$ cat src/rtl/mat_pkg.sv
package mat_pkg;
  localparam int MAC_W      = 48;
  localparam int NUM_PORTS  = 3;
  localparam int PORT_IDX_W = $clog2(NUM_PORTS);

  // high staging word layout
  localparam int HI_PORT_LSB = 16;
  localparam int HI_PRIO_LSB = 19;
  localparam int HI_FILTER   = 21;
  localparam int HI_STATIC   = 22;
  localparam int HI_AGE      = 23;
  localparam int HI_VALID    = 24;

  typedef logic [NUM_PORTS-1:0] port_map_t;

  typedef struct packed {
    logic             valid;
    logic             age;
    logic             is_static;
    logic             filter;
    logic [1:0]       prio;
    port_map_t        ports;
    logic [MAC_W-1:0] mac;
  } entry_t;

  typedef struct packed {
    logic       valid;
    logic       hit;
    logic       drop;
    logic       override;
    logic       prio_vld;
    logic [1:0] prio;
    port_map_t  ports;
  } result_t;

  function automatic port_map_t port_bit(input logic [PORT_IDX_W-1:0] p);
    return port_map_t'(1) << p;
  endfunction
endpackage

$ cat src/rtl/mat_age_timer.sv
module mat_age_timer #(
  parameter int TICK_CYCLES    = 4,
  parameter int INTERVAL_TICKS = 8
) (
  input  logic clk_i,
  input  logic rst_ni,
  output logic sweep_start_o
);
  localparam int TICK_W = (TICK_CYCLES > 1) ? $clog2(TICK_CYCLES) : 1;
  localparam int INTV_W = (INTERVAL_TICKS > 1) ? $clog2(INTERVAL_TICKS) : 1;

  logic [TICK_W-1:0] tick_q;
  logic [INTV_W-1:0] intv_q;
  logic              tick_end, intv_end;

  assign tick_end = (tick_q == TICK_W'(TICK_CYCLES - 1));
  assign intv_end = (intv_q == INTV_W'(INTERVAL_TICKS - 1));

  always_ff @(posedge clk_i or negedge rst_ni) begin
    if (!rst_ni) begin
      tick_q <= '0;
      intv_q <= '0;
    end else begin
      tick_q <= tick_end ? '0 : tick_q + 1'b1;
      if (tick_end) intv_q <= intv_end ? '0 : intv_q + 1'b1;
    end
  end

  assign sweep_start_o = tick_end & intv_end;
endmodule

$ cat src/rtl/mat_host_stage.sv
module mat_host_stage
  import mat_pkg::*;
(
  input  logic        clk_i,
  input  logic        rst_ni,
  input  logic [31:0] wdata_i,
  input  logic        wr_lo_i,
  input  logic        wr_hi_i,
  input  logic        make_i,
  input  logic        commit_i,
  output entry_t      staged_o,
  output logic        pend_o
);
  logic [31:0] lo_q;
  logic [24:0] hi_q;
  logic        pend_q;
  logic        unused_hi;

  assign unused_hi = ^wdata_i[31:25];

  always_ff @(posedge clk_i or negedge rst_ni) begin
    if (!rst_ni) begin
      lo_q   <= '0;
      hi_q   <= '0;
      pend_q <= 1'b0;
    end else begin
      if (wr_lo_i) lo_q <= wdata_i;
      if (wr_hi_i) hi_q <= wdata_i[24:0];
      pend_q <= (pend_q & ~commit_i) | (make_i & ~pend_q);
    end
  end

  always_comb begin
    staged_o.valid     = hi_q[HI_VALID];
    staged_o.age       = hi_q[HI_AGE];
    staged_o.is_static = hi_q[HI_STATIC];
    staged_o.filter    = hi_q[HI_FILTER];
    staged_o.prio      = hi_q[HI_PRIO_LSB +: 2];
    staged_o.ports     = hi_q[HI_PORT_LSB +: NUM_PORTS];
    staged_o.mac       = {hi_q[15:0], lo_q};
  end

  assign pend_o = pend_q;
endmodule

$ cat src/rtl/mat_decide.sv
module mat_decide
  import mat_pkg::*;
(
  input  logic                  clk_i,
  input  logic                  rst_ni,
  input  logic                  lu_valid_i,
  input  logic [MAC_W-1:0]      lu_da_i,
  input  logic [PORT_IDX_W-1:0] lu_port_i,
  input  logic                  prio_en_i,
  input  entry_t                rd_i,
  output result_t               res_o
);
  result_t   nxt, res_q;
  port_map_t others;

  always_comb begin
    others       = ~port_bit(lu_port_i);
    nxt          = '0;
    nxt.valid    = 1'b1;
    nxt.hit      = rd_i.valid && (rd_i.mac == lu_da_i);
    nxt.drop     = nxt.hit && rd_i.filter;
    nxt.override = nxt.hit && rd_i.is_static && rd_i.age;
    nxt.prio_vld = nxt.hit && rd_i.is_static && prio_en_i;
    nxt.prio     = nxt.prio_vld ? rd_i.prio : 2'b00;
    if (nxt.drop)     nxt.ports = '0;
    else if (nxt.hit) nxt.ports = rd_i.ports & others;
    else              nxt.ports = others;
  end

  always_ff @(posedge clk_i or negedge rst_ni) begin
    if (!rst_ni) res_q <= '0;
    else         res_q <= lu_valid_i ? nxt : '0;
  end

  assign res_o = res_q;
endmodule

$ cat src/rtl/mac_age_table.sv
module mac_age_table
  import mat_pkg::*;
#(
  parameter int DEPTH          = 16,
  parameter int TICK_CYCLES    = 25_000_000,
  parameter int INTERVAL_TICKS = 300
) (
  input  logic                  clk_i,
  input  logic                  rst_ni,
  input  logic                  lu_valid_i,
  input  logic [MAC_W-1:0]      lu_da_i,
  input  logic [MAC_W-1:0]      lu_sa_i,
  input  logic [PORT_IDX_W-1:0] lu_port_i,
  input  logic                  prio_en_i,
  input  logic [31:0]           host_wdata_i,
  input  logic                  host_wr_lo_i,
  input  logic                  host_wr_hi_i,
  input  logic                  host_make_i,
  output logic                  host_busy_o,
  output logic                  res_valid_o,
  output logic                  res_hit_o,
  output logic [NUM_PORTS-1:0]  res_ports_o,
  output logic                  res_drop_o,
  output logic                  res_override_o,
  output logic                  res_prio_vld_o,
  output logic [1:0]            res_prio_o
);
  localparam int IDX_W = $clog2(DEPTH);

  function automatic logic [IDX_W-1:0] slot_of(input logic [MAC_W-1:0] m);
    return m[IDX_W-1:0] ^ m[2*IDX_W-1:IDX_W];
  endfunction

  entry_t            tbl [DEPTH];
  entry_t            staged, sa_e, cm_e, sw_e, learn_e, wr_e;
  logic [IDX_W-1:0]  da_idx, sa_idx, stg_idx, wr_idx, sweep_idx_q;
  logic              pend, commit, sweep_on_q, sweep_step, sweep_start;
  logic              learn_we, wr_en;
  result_t           res;

  mat_age_timer #(
    .TICK_CYCLES   (TICK_CYCLES),
    .INTERVAL_TICKS(INTERVAL_TICKS)
  ) u_timer (
    .clk_i        (clk_i),
    .rst_ni       (rst_ni),
    .sweep_start_o(sweep_start)
  );

  mat_host_stage u_stage (
    .clk_i   (clk_i),
    .rst_ni  (rst_ni),
    .wdata_i (host_wdata_i),
    .wr_lo_i (host_wr_lo_i),
    .wr_hi_i (host_wr_hi_i),
    .make_i  (host_make_i),
    .commit_i(commit),
    .staged_o(staged),
    .pend_o  (pend)
  );

  assign da_idx  = slot_of(lu_da_i);
  assign sa_idx  = slot_of(lu_sa_i);
  assign stg_idx = slot_of(staged.mac);
  assign sa_e    = tbl[sa_idx];
  assign cm_e    = tbl[stg_idx];
  assign sw_e    = tbl[sweep_idx_q];

  // lookups own the write port; commit next; sweep last
  assign commit     = pend & ~lu_valid_i;
  assign sweep_step = sweep_on_q & ~lu_valid_i & ~pend;

  always_comb begin
    learn_we = 1'b0;
    learn_e  = sa_e;
    if (sa_e.valid && (sa_e.mac == lu_sa_i)) begin
      if (!sa_e.is_static) begin
        learn_we      = 1'b1;
        learn_e.age   = 1'b1;
        learn_e.ports = port_bit(lu_port_i);
      end
    end else if (!(sa_e.valid && sa_e.is_static)) begin
      learn_we      = 1'b1;
      learn_e       = '0;
      learn_e.valid = 1'b1;
      learn_e.age   = 1'b1;
      learn_e.ports = port_bit(lu_port_i);
      learn_e.mac   = lu_sa_i;
    end
  end

  always_comb begin
    wr_en  = 1'b0;
    wr_idx = sa_idx;
    wr_e   = learn_e;
    if (lu_valid_i) begin
      wr_en = learn_we;
    end else if (pend) begin
      wr_idx = stg_idx;
      wr_e   = staged;
      if (staged.valid) begin
        wr_en = 1'b1;
      end else if (cm_e.valid && (cm_e.mac == staged.mac)) begin
        wr_en = 1'b1;
        wr_e  = '0;
      end
    end else if (sweep_on_q) begin
      wr_idx = sweep_idx_q;
      wr_e   = sw_e;
      if (sw_e.valid && !sw_e.is_static) begin
        wr_en = 1'b1;
        if (sw_e.age) wr_e.age = 1'b0;
        else          wr_e     = '0;
      end
    end
  end

  for (genvar g = 0; g < DEPTH; g++) begin : g_slot
    entry_t slot_q;
    always_ff @(posedge clk_i or negedge rst_ni) begin
      if (!rst_ni)                                slot_q <= '0;
      else if (wr_en && (wr_idx == IDX_W'(g)))    slot_q <= wr_e;
    end
    assign tbl[g] = slot_q;
  end

  always_ff @(posedge clk_i or negedge rst_ni) begin
    if (!rst_ni) begin
      sweep_on_q  <= 1'b0;
      sweep_idx_q <= '0;
    end else if (sweep_start && !sweep_on_q) begin
      sweep_on_q  <= 1'b1;
      sweep_idx_q <= '0;
    end else if (sweep_step) begin
      if (sweep_idx_q == IDX_W'(DEPTH - 1)) sweep_on_q <= 1'b0;
      sweep_idx_q <= sweep_idx_q + 1'b1;
    end
  end

  mat_decide u_decide (
    .clk_i     (clk_i),
    .rst_ni    (rst_ni),
    .lu_valid_i(lu_valid_i),
    .lu_da_i   (lu_da_i),
    .lu_port_i (lu_port_i),
    .prio_en_i (prio_en_i),
    .rd_i      (tbl[da_idx]),
    .res_o     (res)
  );

  assign host_busy_o    = pend;
  assign res_valid_o    = res.valid;
  assign res_hit_o      = res.hit;
  assign res_ports_o    = res.ports;
  assign res_drop_o     = res.drop;
  assign res_override_o = res.override;
  assign res_prio_vld_o = res.prio_vld;
  assign res_prio_o     = res.prio;
endmodule

$ cat config.mk
export PLATFORM = sky130hd
export DESIGN_NAME = mac_age_table
export DESIGN_NICKNAME = d
export VERILOG_FILES = /design/src/rtl/mat_pkg.sv /design/src/rtl/mat_age_timer.sv /design/src/rtl/mat_host_stage.sv /design/src/rtl/mat_decide.sv /design/src/rtl/mac_age_table.sv
export SDC_FILE = /design/constraint.sdc
export NUM_CORES = 2
export LEC_CHECK = 0
export BUFFER_PORTS_ARGS = -buffer_cell sky130_fd_sc_hd__buf_4
export CORE_MARGIN = 3
export CORE_UTILIZATION = 25
export CTS_BUF_LIST = sky130_fd_sc_hd__clkbuf_4 sky130_fd_sc_hd__clkbuf_8
export DETAILED_ROUTE_END_ITERATION = 8
export GPL_TIMING_DRIVEN = 0
export PLACE_DENSITY_LB_ADDON = 0.3
export SYNTH_ARGS = -nofsm -noshare
export SYNTH_HDL_FRONTEND = slang
export SYNTH_SLANG_ARGS = --single-unit
$ cat constraint.sdc
create_clock -name clk_i -period 6.2 [get_ports clk_i]
set_clock_uncertainty 0.1 [all_clocks]
set_input_delay 0.62 -clock clk_i [delete_from_list [all_inputs] [get_ports clk_i]]
set_output_delay 0.62 -clock clk_i [all_outputs]
set_load 0.02 [all_outputs]
# Yosys cells after proc, flatten, opt, wreduce, memory -nomap -nowiden
# Cells that the tools add are included.
[op_classes]
add_sub_neg = 3
magnitude_cmp = 4
n_eq_ne = 21
shift = 1
n_mux = 51
bitwise_logic = 19
reduce_logical = 32
[ops]
columns = ["op", "n"]
rows = [
  ["57-bit binary-select mux with 4-bit select", 4],
  ["57-bit two-way mux", 14],
  ["48-bit equality test", 3],
  ["56-bit two-way mux", 1],
  ["55-bit two-way mux", 1],
  ["48-bit two-way mux", 1],
  ["4-bit equality test (second input constant)", 9],
  ["1-bit logical AND", 26],
  ["25-bit by 1-bit adder with 25-bit output (second input constant)", 1],
  ["25-bit equality test (second input constant)", 1],
  ["25-bit two-way mux", 1],
  ["4-bit two-way mux", 6],
  ["5-bit >= comparator (second input constant)", 4],
  ["4-bit NOT with 5-bit output", 4],
  ["4-bit by 3-bit equality test with 1-bit output (second input constant)", 4],
  ["1-bit two-way mux", 16],
  ["3-bit two-way mux", 4],
  ["4-bit bitwise XOR", 3],
  ["10-bit two-way mux", 1],
  ["9-bit by 1-bit adder with 9-bit output (second input constant)", 1],
  ["9-bit equality test (second input constant)", 1],
  ["9-bit two-way mux", 1],
  ["4-bit by 2-bit equality test with 1-bit output (second input constant)", 2],
  ["1-bit AND", 6],
  ["12 further kinds", 16],
]
[word_totals]
regBits = 1019
inputBits = 137
output_inout_bits = 11
wordCells = 257

# Longest topological paths before layout
[depth]
ltp_word = 12
ltp_mapped = 20
mapped_depth_nobuf = 12

# Cells and area by module
# A second synthesis with hierarchy kept.
[hier_totals]
hier_cells = 5361
hier_area_um2 = 72308.1
[by_module_without_submodules]
columns = ["module", "instances", "cells_each", "area_each_um2", "seq_area_each_um2"]
rows = [
  ["mac_age_table", 1, 4965, 67253.3, 22947.0],
  ["mat_host_stage", 1, 124, 2417.3, 1451.4],
  ["mat_age_timer", 1, 163, 1645.3, 850.8],
  ["mat_decide", 1, 109, 992.2, 250.2],
]

# Worst setup path before layout
# Ideal clock, no wire load.
[synth_timing]
kind = "input port to flip-flop"
from = "input lu_da_i[0]"
to = "register u_decide.res_q (netlist bit u_decide.res_o[3])"
setup_ps = 119
t_arrival_ps = 4581
path_slack_ps = 1400
cell_stages = 11
path_cell_list = "xor2_1 -> buf_2 -> buf_2 -> buf_2 -> buf_2 -> buf_2 -> buf_1 -> buf_2 -> mux4_2 -> mux4_2 -> and2_1"
[synth_between]
elab_chain_len = 11
[synth_lines]
columns = ["item", "line", "text"]
rows = [
  ["start, declared", "mac_age_table.sv:11", "input logic [MAC_W-1:0] lu_da_i,"],
  ["4-bit bitwise XOR", "mac_age_table.sv:31", "return m[IDX_W-1:0] ^ m[2*IDX_W-1:IDX_W];"],
  ["4-bit NOT with 5-bit output (implied by the code)", "mac_age_table.sv:147", ".rd_i (tbl[da_idx]),"],
  ["57-bit binary-select mux with 4-bit select", "mac_age_table.sv:147", ""],
  ["57-bit two-way mux (implied by the code) (2 in series)", "mac_age_table.sv:147", ""],
  ["48-bit equality test", "mat_decide.sv:20", "nxt.hit = rd_i.valid && (rd_i.mac == lu_da_i);"],
  ["1-bit logical AND", "mat_decide.sv:20", ""],
  ["1-bit logical AND (2 in series)", "mat_decide.sv:23", "nxt.prio_vld = nxt.hit && rd_i.is_static && prio_en_i;"],
  ["2-bit two-way mux *", "mat_decide.sv:24", "nxt.prio = nxt.prio_vld ? rd_i.prio : 2'b00;"],
  ["10-bit two-way mux *", "mat_decide.sv:32", "else res_q <= lu_valid_i ? nxt : '0;"],
  ["end signal, assigned", "mat_decide.sv:32", ""],
  ["end, declared", "mat_decide.sv:13", "result_t nxt, res_q;"],
]
# Mark *: on every way between the ends. The rest lies on a longest branch, timed or not. The select of a mux whose other input is x is not followed.
# A chain may end at the register's enable or synchronous reset.

# Final worst setup path
[layout_timing]
from = "input lu_da_i[6]"
to = "register u_decide.res_q (netlist bit u_decide.res_o[2])"
[layout_between]
elab_chain_len = 10
[layout_lines]
columns = ["item", "line", "text"]
rows = [
  ["4-bit bitwise XOR", "mac_age_table.sv:31", ""],
  ["4-bit NOT with 5-bit output (implied by the code)", "mac_age_table.sv:147", ""],
  ["57-bit binary-select mux with 4-bit select", "mac_age_table.sv:147", ""],
  ["57-bit two-way mux (implied by the code) (2 in series)", "mac_age_table.sv:147", ""],
  ["48-bit equality test", "mat_decide.sv:20", ""],
  ["1-bit logical AND", "mat_decide.sv:20", ""],
  ["3-bit two-way mux / 1-bit logical AND (equally long branches)", "mat_decide.sv:26, mat_decide.sv:21", ""],
  ["3-bit two-way mux *", "mat_decide.sv:25", "if (nxt.drop) nxt.ports = '0;"],
  ["10-bit two-way mux *", "mat_decide.sv:32", ""],
]
# Marks and branches as above.

==> metrics.txt <==
Iter 0 DRT Violations=12500; crit-path max cell delay=about 850 ps; initial antenna violation count=~160; GRT Total Usage=45.0%; pre-CTS setup slack=-6400 ps; worst hold path type=in2reg; global-route wire length before repair=822 mm; Max-Cap Viols=3; layout cells sized above 1=53.2%; Clock Tree Buf Depth=4; gr ovfl total=0; CTS tree=built; failing checks=DRC, capacitance limit, slew limit, setup timing; Post-Syn Nets=5595; Root Buffer=clkbuf_8; fin crit share=111%; clock latency on the worst-skew pair=between 1000 and 1500 ps; Syn Std Cell Area=~0.072 mm²; Mapped Cells=5455; PortBufs=135; Post-synth ARST share=100%; Slew @ Worst Pin=1550 ps; Area Overhead vs Synth=28.0%; CP Launch Type=input pin; status=complete, but fails checks; Initial Utilization=roughly 25%; clk slew on worst S/H paths=60 ps; critical path class=in2reg; Synth Warn #=0; Post-synth top cells=dfrtp_1 (1019), mux2_2 (960), mux4_2 (883), nand2_1 (470), mux2i_1 (268); top-count cell post-synth=dfrtp_1; Routed WL=675 mm; DRC Markers=33; Syn Area/Cell=13.2 µm²; number of global-route vias before repair=approximately 63000; CORE AREA=0.286 mm²; Die Height=between 500 and 600 µm; Slew Limit Fails=11; largest net degree at the start of global routing=155; Crit path top cell by count=buf_4; CP top delay family=buffers and inverters; largest area contributor in the netlist=dfrtp_1; Total Nets Final=about 6300; PwrDens=590 mW/mm²; TritonCTS buffer count=212; crit-path cells=clkbuf_1 -> xor2_1 -> clkbuf_2 -> clkbuf_4 -> buf_2 -> buf_4 -> clkbuf_2 -> buf_12 -> a211oi_1 -> a31oi_1 -> xnor2_1 -> o211ai_1 -> nor4_4 -> buf_4 -> buf_4 -> a211oi_1; Hold Vio Cnt, Final=0; Final HPWL DP=514 mm; CP required=7030 ps; die area=a little under 0.3 mm²; RSZ-0062 raised after global routing=true; WP buf/inv=9; post-layout min period=6870 ps; GPL Wtd Cong=1.13; Leak=approximately 37 nW; fillers=28400; part of the Yosys area used for sequential elements=35.4%; element type at the critical path end=flop; routed via count=69700; Max-slew headroom=-3.61%; Routed WL per cell=~66 µm; H-tree level count=4; Fmax=about 150 MHz; # rows=between 150 and 200; post-synth top area share=35.4%; Ports=148; Vias/cell=6.86; Worst Path Arrival=7690 ps; Sink Count=1019; number of routed nets with antenna violations=0; setup violation total in the final timing report=about 870; number of synthesized flops with an enable pin=0; fin worst setup slack=-667 ps; Yosys reg bits=1019; Synth area leaders=dfrtp_1 (35%), mux4_2 (28%), mux2_2 (15%), mux2i_1 (3.7%), nand2_1 (2.5%); CP Max Fanout=10; drt first pass iters=9; Fin Hold WS=81.0 ps; Distinct cells, synth=80; Main synth FF type=dfrtp_1; Max VDD drop=around 0.36 mV; crit path max-delay cell type=a31oi_1; Die X=between 500 and 600 µm
==> kinds of logic after synthesis <==
logic type               after synthesis  synth area share [%]
multiplexers                        2121                  46.5
AND/OR/NAND/NOR                     1027                  6.49
flip-flops                          1019                  35.4
buffers and inverters                577                  4.02
AO/OA/AOI/OAI                        531                  5.25
XOR/XNOR                             177                  2.20
adder cells (fa/ha/maj)                3                0.0522
==> cells in the final DEF (no fill, tap or decap), types with 113 or more instances in the layout <==
| cell type | instances |
|---|---|
| mux2_2 | 959 |
| clkbuf_8 | 276 |
| nor2_1 | 137 |
| clkbuf_2 | 113 |
| dfrtp_1 | 1018 |
| mux4_2 | 883 |
| nand3_1 | 123 |
| mux2i_1 | 219 |
| diode_2 | 113 |
| nand2_1 | 464 |
| buf_4 | 286 |
| buf_12 | 163 |
==> power by group <==
part	leakage [nW]	internal, mW	switching, mW
Sequential	12.9	9.42	4.48
Clock	2.55	4.84	3.71
Combinational	21.3	12.8	19.1
Total	36.7	27.0	27.3
==> layer usage <==
metal | GRT usage (%) | routed length [µm] | part of all wire (%)
met1 | 53.9 | 249000 | 37
met2 | 59.2 | 259000 | 38
met3 | 22.2 | 92000 | 14
met4 | 38.4 | 73600 | 11
met5 | 0.477 | 1100 | 0.16
==> worst register-to-register path, delay by kind of cell, from the launching register on <==
kind	cells	cell delay, ps
buffers and inverters	10	3070
AOI/OAI and AO/OA	4	1370
and+or+nand+nor	3	660
xor gates and xnor gates	1	540
DFF	1	360
muxes	1	290
==> registers in the layout, summed over array words and instances (netlist names) <==
signal,cells
sweep_on_q,1
u_timer.intv_q,9
g_slot.slot_q,912
sweep_idx_q,4
u_stage.lo_q,32
u_timer.tick_q,25
u_stage.pend_o,1
u_decide.res_o,10
u_stage.hi_q,25
==> final timing paths <==
path | from | cells after the start | to | slack, ps
hold / removal | lu_sa_i[35] | 3 | g_slot[14].slot_q[35] | 80
setup / recovery | lu_da_i[6] | 16 | u_decide.res_o[2] | -670
max in group asynchronous | rst_ni | 6 | u_stage.lo_q[12] | 3190
min in group asynchronous | rst_ni | 3 | u_timer.tick_q[11] | 90
hold reg to reg | u_timer.tick_q[4] | 1 | u_timer.tick_q[4] | 380
setup reg to reg | u_stage.lo_q[3] | 19 | g_slot[10].slot_q[19] | -390
==> per-stage QoR <==
stage          area [µm²]  power, mW  setup TNS, ps  util (%)  std cells
5_1_grt             91900       54.2          -3270      32.2      10100
3_5_place_dp        81600       42.0       -5123880      28.6       9515
6_report            92100       54.4        -182720      32.2      10200
4_1_cts             91400       52.1          -9.36      32.0      10000
3_3_place_gp        77700       40.7              -      27.2       9352
2_1_floorplan       72000       26.4              0         -       5455
==> area by class of cell <==
cell class	instances	area, µm²	area share (%)
repair buffers	469	6230	6.77
inverters	64	244	0.265
diodes	113	283	0.307
well taps	3762	4710	5.11
clock inverters	54	739	0.803
flip-flops and latches	1019	25500	27.7
plain buffers	506	4780	5.19
multi-input cells	3859	45600	49.5
clock buffers	324	4070	4.41
==> repair_timing <==
action / 4_1_cts / 5_1_grt
resized for setup: 786 / 95
pin swaps: 60 / 17
buffers inserted: 103 / 20
hold endpoints to repair: 290 / 0
hold buffers: 45 / 0
endpoints found under the setup margin: 921 / 780
cloned: 2 / 1
(Power assumes the default switching activity.)
